**src/rtl/lsag_pkg.sv**
```systemverilog
package lsag_pkg;
  localparam int INSN_W    = 16;
  localparam int REG_IDX_W = 5;
  localparam int DISP_W    = 6;

  typedef enum logic [1:0] {
    PSEL_X = 2'd0,
    PSEL_Y = 2'd1,
    PSEL_Z = 2'd2
  } psel_e;

  typedef enum logic [1:0] {
    AM_PLAIN   = 2'd0,
    AM_POSTINC = 2'd1,
    AM_PREDEC  = 2'd2,
    AM_DISP    = 2'd3
  } amode_e;

  typedef struct packed {
    logic                 hit;
    logic                 store;
    logic [REG_IDX_W-1:0] reg_idx;
    psel_e                psel;
    amode_e               mode;
    logic [DISP_W-1:0]    disp;
  } lsag_dec_t;
endpackage

```
**src/rtl/lsag_decode.sv**
```systemverilog
module lsag_decode
  import lsag_pkg::*;
(
  input  logic [INSN_W-1:0] insn,
  output lsag_dec_t         dec
);
  localparam logic [5:0] IND_PREFIX  = 6'b100100;
  localparam logic [3:0] DISP_MASK   = 4'b1101;
  localparam logic [3:0] DISP_PREFIX = 4'b1000;

  logic ptr_ok;
  logic mode_ok;

  always_comb begin
    dec         = '0;
    dec.psel    = PSEL_X;
    dec.mode    = AM_PLAIN;
    dec.store   = insn[9];
    dec.reg_idx = insn[8:4];
    ptr_ok      = 1'b0;
    mode_ok     = 1'b0;
    if (insn[15:10] == IND_PREFIX) begin
      case (insn[3:2])
        2'b11:   begin dec.psel = PSEL_X; ptr_ok = 1'b1; end
        2'b10:   begin dec.psel = PSEL_Y; ptr_ok = 1'b1; end
        2'b00:   begin dec.psel = PSEL_Z; ptr_ok = 1'b1; end
        default: ptr_ok = 1'b0;
      endcase
      case (insn[1:0])
        2'b00:   begin dec.mode = AM_PLAIN;   mode_ok = (insn[3:2] == 2'b11); end
        2'b01:   begin dec.mode = AM_POSTINC; mode_ok = 1'b1; end
        2'b10:   begin dec.mode = AM_PREDEC;  mode_ok = 1'b1; end
        default: mode_ok = 1'b0;
      endcase
      dec.hit = ptr_ok & mode_ok;
    end else if ((insn[15:12] & DISP_MASK) == DISP_PREFIX) begin
      dec.hit  = 1'b1;
      dec.mode = AM_DISP;
      dec.psel = insn[3] ? PSEL_Y : PSEL_Z;
      dec.disp = {insn[13], insn[11:10], insn[2:0]};
    end
  end
endmodule

```
**src/rtl/lsag_agen.sv**
```systemverilog
module lsag_agen
  import lsag_pkg::*;
#(
  parameter int AW = 16
) (
  input  lsag_dec_t      dec,
  input  logic [AW-1:0]  ptr_x,
  input  logic [AW-1:0]  ptr_y,
  input  logic [AW-1:0]  ptr_z,
  output logic [AW-1:0]  addr,
  output logic           wb_en,
  output logic [AW-1:0]  wb_val
);
  localparam logic [AW-1:0] ONE = AW'(1);

  logic [AW-1:0] base;
  logic [AW-1:0] plus_one;
  logic [AW-1:0] minus_one;
  logic [AW-1:0] plus_disp;

  always_comb begin
    case (dec.psel)
      PSEL_Y:  base = ptr_y;
      PSEL_Z:  base = ptr_z;
      default: base = ptr_x;
    endcase
  end

  assign plus_one  = base + ONE;
  assign minus_one = base - ONE;
  assign plus_disp = base + AW'(dec.disp);

  always_comb begin
    addr   = base;
    wb_en  = 1'b0;
    wb_val = plus_one;
    case (dec.mode)
      AM_POSTINC: begin addr = base;      wb_en = 1'b1; wb_val = plus_one;  end
      AM_PREDEC:  begin addr = minus_one; wb_en = 1'b1; wb_val = minus_one; end
      AM_DISP:    begin addr = plus_disp; end
      default:    begin addr = base; end
    endcase
  end
endmodule

```
**src/rtl/lsag_bound.sv**
```systemverilog
module lsag_bound #(
  parameter int AW = 16
) (
  input  logic [AW-1:0] addr,
  input  logic [AW:0]   mem_size,
  output logic          oob
);
  assign oob = ({1'b0, addr} >= mem_size);
endmodule

```
**src/rtl/ptr_ldst_agen.sv**
```systemverilog
module ptr_ldst_agen
  import lsag_pkg::*;
#(
  parameter int AW = 16
) (
  input  logic                 clk,
  input  logic                 rst,
  input  logic                 in_valid_i,
  input  logic [INSN_W-1:0]    insn_i,
  input  logic [AW-1:0]        ptr_x_i,
  input  logic [AW-1:0]        ptr_y_i,
  input  logic [AW-1:0]        ptr_z_i,
  input  logic [AW:0]          mem_size_i,
  output logic                 acc_o,
  output logic                 oob_o,
  output logic                 store_o,
  output logic [REG_IDX_W-1:0] reg_idx_o,
  output logic [1:0]           ptr_sel_o,
  output logic [AW-1:0]        addr_o,
  output logic                 wb_en_o,
  output logic [AW-1:0]        wb_ptr_o
);
  lsag_dec_t     dec;
  logic [AW-1:0] addr_c;
  logic          wb_en_c;
  logic [AW-1:0] wb_val_c;
  logic          oob_c;
  logic          take;

  lsag_decode u_dec (.insn(insn_i), .dec(dec));

  lsag_agen #(.AW(AW)) u_agen (
    .dec(dec), .ptr_x(ptr_x_i), .ptr_y(ptr_y_i), .ptr_z(ptr_z_i),
    .addr(addr_c), .wb_en(wb_en_c), .wb_val(wb_val_c)
  );

  lsag_bound #(.AW(AW)) u_bound (
    .addr(addr_c), .mem_size(mem_size_i), .oob(oob_c)
  );

  assign take = in_valid_i & dec.hit;

  always_ff @(posedge clk) begin
    if (rst) begin
      acc_o     <= 1'b0;
      oob_o     <= 1'b0;
      store_o   <= 1'b0;
      reg_idx_o <= '0;
      ptr_sel_o <= '0;
      addr_o    <= '0;
      wb_en_o   <= 1'b0;
      wb_ptr_o  <= '0;
    end else begin
      acc_o     <= take & ~oob_c;
      oob_o     <= take & oob_c;
      wb_en_o   <= take & ~oob_c & wb_en_c;
      store_o   <= dec.store;
      reg_idx_o <= dec.reg_idx;
      ptr_sel_o <= dec.psel;
      addr_o    <= addr_c;
      wb_ptr_o  <= wb_val_c;
    end
  end

  // Idle input cycle gives no strobe in the next cycle.
  assert_idle_quiet_R1: assert property (@(posedge clk) disable iff (rst)
    !$past(in_valid_i) |-> (!acc_o && !oob_o && !wb_en_o));

  // Access and bounds error are exclusive.
  assert_acc_oob_excl_R8: assert property (@(posedge clk) disable iff (rst)
    !(acc_o && oob_o));

  // Write-back only accompanies an in-bounds access.
  assert_wb_needs_acc_R8: assert property (@(posedge clk) disable iff (rst)
    wb_en_o |-> acc_o);

  // Write-back is the address (pre-decrement) or the address plus one (post-increment).
  assert_wb_value_R5_R6: assert property (@(posedge clk) disable iff (rst)
    wb_en_o |-> ((wb_ptr_o == addr_o) || (wb_ptr_o == addr_o + AW'(1))));

  // Accepted address lies below the memory size sampled with it.
  assert_in_bounds_R8: assert property (@(posedge clk) disable iff (rst)
    acc_o |-> ({1'b0, addr_o} < $past(mem_size_i)));

  // The pointer code 3 is never reported.
  assert_psel_legal_R2: assert property (@(posedge clk) disable iff (rst)
    (acc_o || oob_o) |-> (ptr_sel_o != 2'd3));
endmodule

```
**config.mk**
```make
export PLATFORM = sky130hd
export DESIGN_NAME = ptr_ldst_agen
export DESIGN_NICKNAME = d
export VERILOG_FILES = /design/src/rtl/lsag_pkg.sv /design/src/rtl/lsag_decode.sv /design/src/rtl/lsag_agen.sv /design/src/rtl/lsag_bound.sv /design/src/rtl/ptr_ldst_agen.sv
export SDC_FILE = /design/constraint.sdc
export NUM_CORES = 1
export LEC_CHECK = 0
export ABC_AREA = 1
export CORE_MARGIN = 1.5
export CORE_UTILIZATION = 52
export DETAILED_ROUTE_END_ITERATION = 8
export PLACE_DENSITY = 0.95
export SETUP_SLACK_MARGIN = 0.2
export SLEW_MARGIN = 5
export SYNTH_ARGS = -nofsm -noshare
export SYNTH_HDL_FRONTEND = slang
export SYNTH_HIERARCHICAL = 1
export SYNTH_SLANG_ARGS = --single-unit
```
**constraint.sdc**
```tcl
create_clock -name clk -period 13.5 [get_ports clk]
set_input_delay 2.7 -clock clk [delete_from_list [all_inputs] [get_ports clk]]
set_output_delay 2.7 -clock clk [all_outputs]
set_load 0.02 [all_outputs]
```
==> metrics <==
grt total ovfl 0; power per cell area 79.0 nW/um^2; Int Power 0.000286 W; Top Ports 127; Finish-stage setup viols 0; worst min path class in2reg; initial drt markers 302; Setup CP Type in2reg; commonest non-fill, non-tap cell in the layout nand2_1; Final HPWL DP 10,100 um; final core utilization 71.0%; Clock Path Buffers 2; post-synthesis instance area 4190 um^2; Tightest Pin Transition 0.856 ns; Global Route Usage Sum 29.8%; Layout Nets 906; row count 32; Post-Route Setup TNS 0 ns; CP startpoint kind input port; outcome complete, no violations; Fillers 639; synthesized instance count 681; die area 8610 um^2; number of enable flip-flop cells after synthesis 0; min Tclk post-route 7.32 ns; Total Wirelength 12,400 um; Post-synth ARST share 0%; post-DR wirelength/cell 13.9 um; Root Driver clkbuf_8; synth warn 6; Die Width 92.8 um; Leak 2.80 nW; Hold Path Stages 3; vias in the first global route 4,521; Hold Path End reg_idx_o[1]$_SDFF_PP0_; RSZ-0062 raised after global routing no; Starting Density 54.0%; Sink Count 43; TritonCTS clock tree built; Slew HR 42.9%; Max VDD drop 76.1 uV; most frequent cells in the layout 188 x nand2_1, 126 x clkdlybuf4s50_1, 120 x inv_1; Num CTS Buffers 5; antenna-violating nets left 0; combinational share of power 41.3%; Max Cap Viol 0; Synth Net Count 796; Die H 92.8 um; CP max FO 31; CP Capture Type flip-flop; CP max stage cell clkdlybuf4s50_1; Tcrit/Tclk final 54.2%; postcts setup bufs 0; Vias 4,546; core area 7770 um^2; sw frac 34.4%; Clock transition at path regs 0.08 ns; Yosys reg bits 43; synth unique cells 38; count of final max-slew check failures 0; PortBufs 126; Fin. Hold Viols 0; Hold Crit Start insn_i[5]; Primary FF master, synth dfxtp_1; first-pass GRT wire length 20,500 um; drt pass-1 iters 7; CTS Hold Buffers Added 0; diode count 0; Psw 0.000150 W; GP Congestion 0.911; part of the power in registers 31.9%; Seq/Total Area, Yosys 20.5%; clock group share of total power 26.8%; Resize count post-CTS 0; CP most frequent cell nand2_1; syn_area_per_cell 6.16 um^2; Fmax 137 MHz; largest net degree at the start of global routing 43; initial antenna violation count 0; Via density 5.09; WP data required 13.73 ns; Worst path max stage delay 0.49 ns; Area Overhead vs Synth 31.5%; Worst Path Arrival 7.55 ns; detailed-route DRC error count 0; H-tree depth 2; share of cells above drive strength 1 10.1%
[sequential cells by signal, summed over array words and instances (netlist names)]
register,count
acc_o,1
addr_o,16
oob_o,1
ptr_sel_o,2
reg_idx_o,5
store_o,1
wb_en_o,1
wb_ptr_o,16
[cell type report]
class	count	area, um^2	area share [%]
well taps	102	128	2.32
flip-flops and latches	43	861	15.6
clock inverters	2	60.1	1.09
clock buffers	6	72.6	1.32
repair buffers	127	1270	23.0
multi-input cells	484	2630	47.8
inverters	130	489	8.87
[cell usage after synthesis (7+ instances only)]
master,count,area (um^2)
nand2_4,10,113
nand3_1,62,310
nand2_1,188,706
nor2_2,9,56.3
o21ai_1,9,45.0
nand2_2,13,81.3
nor2_1,84,315
nand3_2,9,90.1
ha_1,31,388
inv_1,120,450
a21oi_1,14,70.1
nor2_4,7,78.8
o21ai_0,12,60.1
inv_2,9,33.8
dfxtp_1,43,861
buf_4,9,67.6
[critical path: cells and delay by family]
family                     cells  cell delay, ns
AOI/OAI and AO/OA              3            0.53
buffers and inverters          6            1.15
and+or+nand+nor               18            2.13
adders and majority gates      3            1.02
[power by group through the flow]
stage	Clock (W)	Sequential (W)	Combinational, W
floorplan	0	0.000155	0.0000975
global placement	0	0.000142	0.000170
detailed placement	0	0.000142	0.000176
CTS	0.000117	0.000139	0.000178
global route	0.000122	0.000140	0.000197
finish	0.000117	0.000139	0.000180
[through the flow]
step                hold slack (ns)  setup slack, ns  total power (W)  cells  instance area [um^2]
floorplan                      2.90             7.36         0.000252    681                  4190
global placement               3.22             6.24         0.000312    886                  5380
detailed placement             3.23             5.97         0.000318    886                  5380
CTS                            2.93             6.24         0.000434    894                  5510
global route                   2.92             5.78         0.000459    894                  5510
finish                         2.93             6.18         0.000436    894                  5510
[worst max-delay path by stage]
| stage | from | end | slack, ns | depth (start not counted) |
|---|---|---|---|---|
| after floorplan | insn_i[11] | wb_en_o$_SDFF_PP0_ | 7.36 | 31 |
| after global placement | insn_i[12] | wb_en_o$_SDFF_PP0_ | 6.24 | 30 |
| after detailed placement | insn_i[12] | wb_en_o$_SDFF_PP0_ | 5.97 | 30 |
| after CTS | insn_i[12] | wb_en_o$_SDFF_PP0_ | 6.24 | 30 |
| after global routing | insn_i[12] | wb_en_o$_SDFF_PP0_ | 5.78 | 28 |
| final | insn_i[12] | wb_en_o$_SDFF_PP0_ | 6.18 | 30 |
[metal layers]
| metal | routed length [um] | global-route usage (%) | up-vias |
|---|---|---|---|
| li1 | - | - | 2294 |
| met2 | 5920 | 54.4 | 225 |
| met5 | 0 | 0 | - |
| met4 | 314 | 9.09 | 0 |
| met1 | 5260 | 36.2 | 1991 |
| met3 | 940 | 3.20 | 36 |
[cells by family after synthesis]
kind of cell             after synthesis  synth area share (%)
flip-flops                            43                  20.5
buffers and inverters                154                  16.7
adder cells (fa/ha/maj)               31                  9.25
AO/OA/AOI/OAI                         51                  7.13
AND/OR/NAND/NOR                      402                  46.4
No activity file was read; power rests on OpenSTA's default activity.
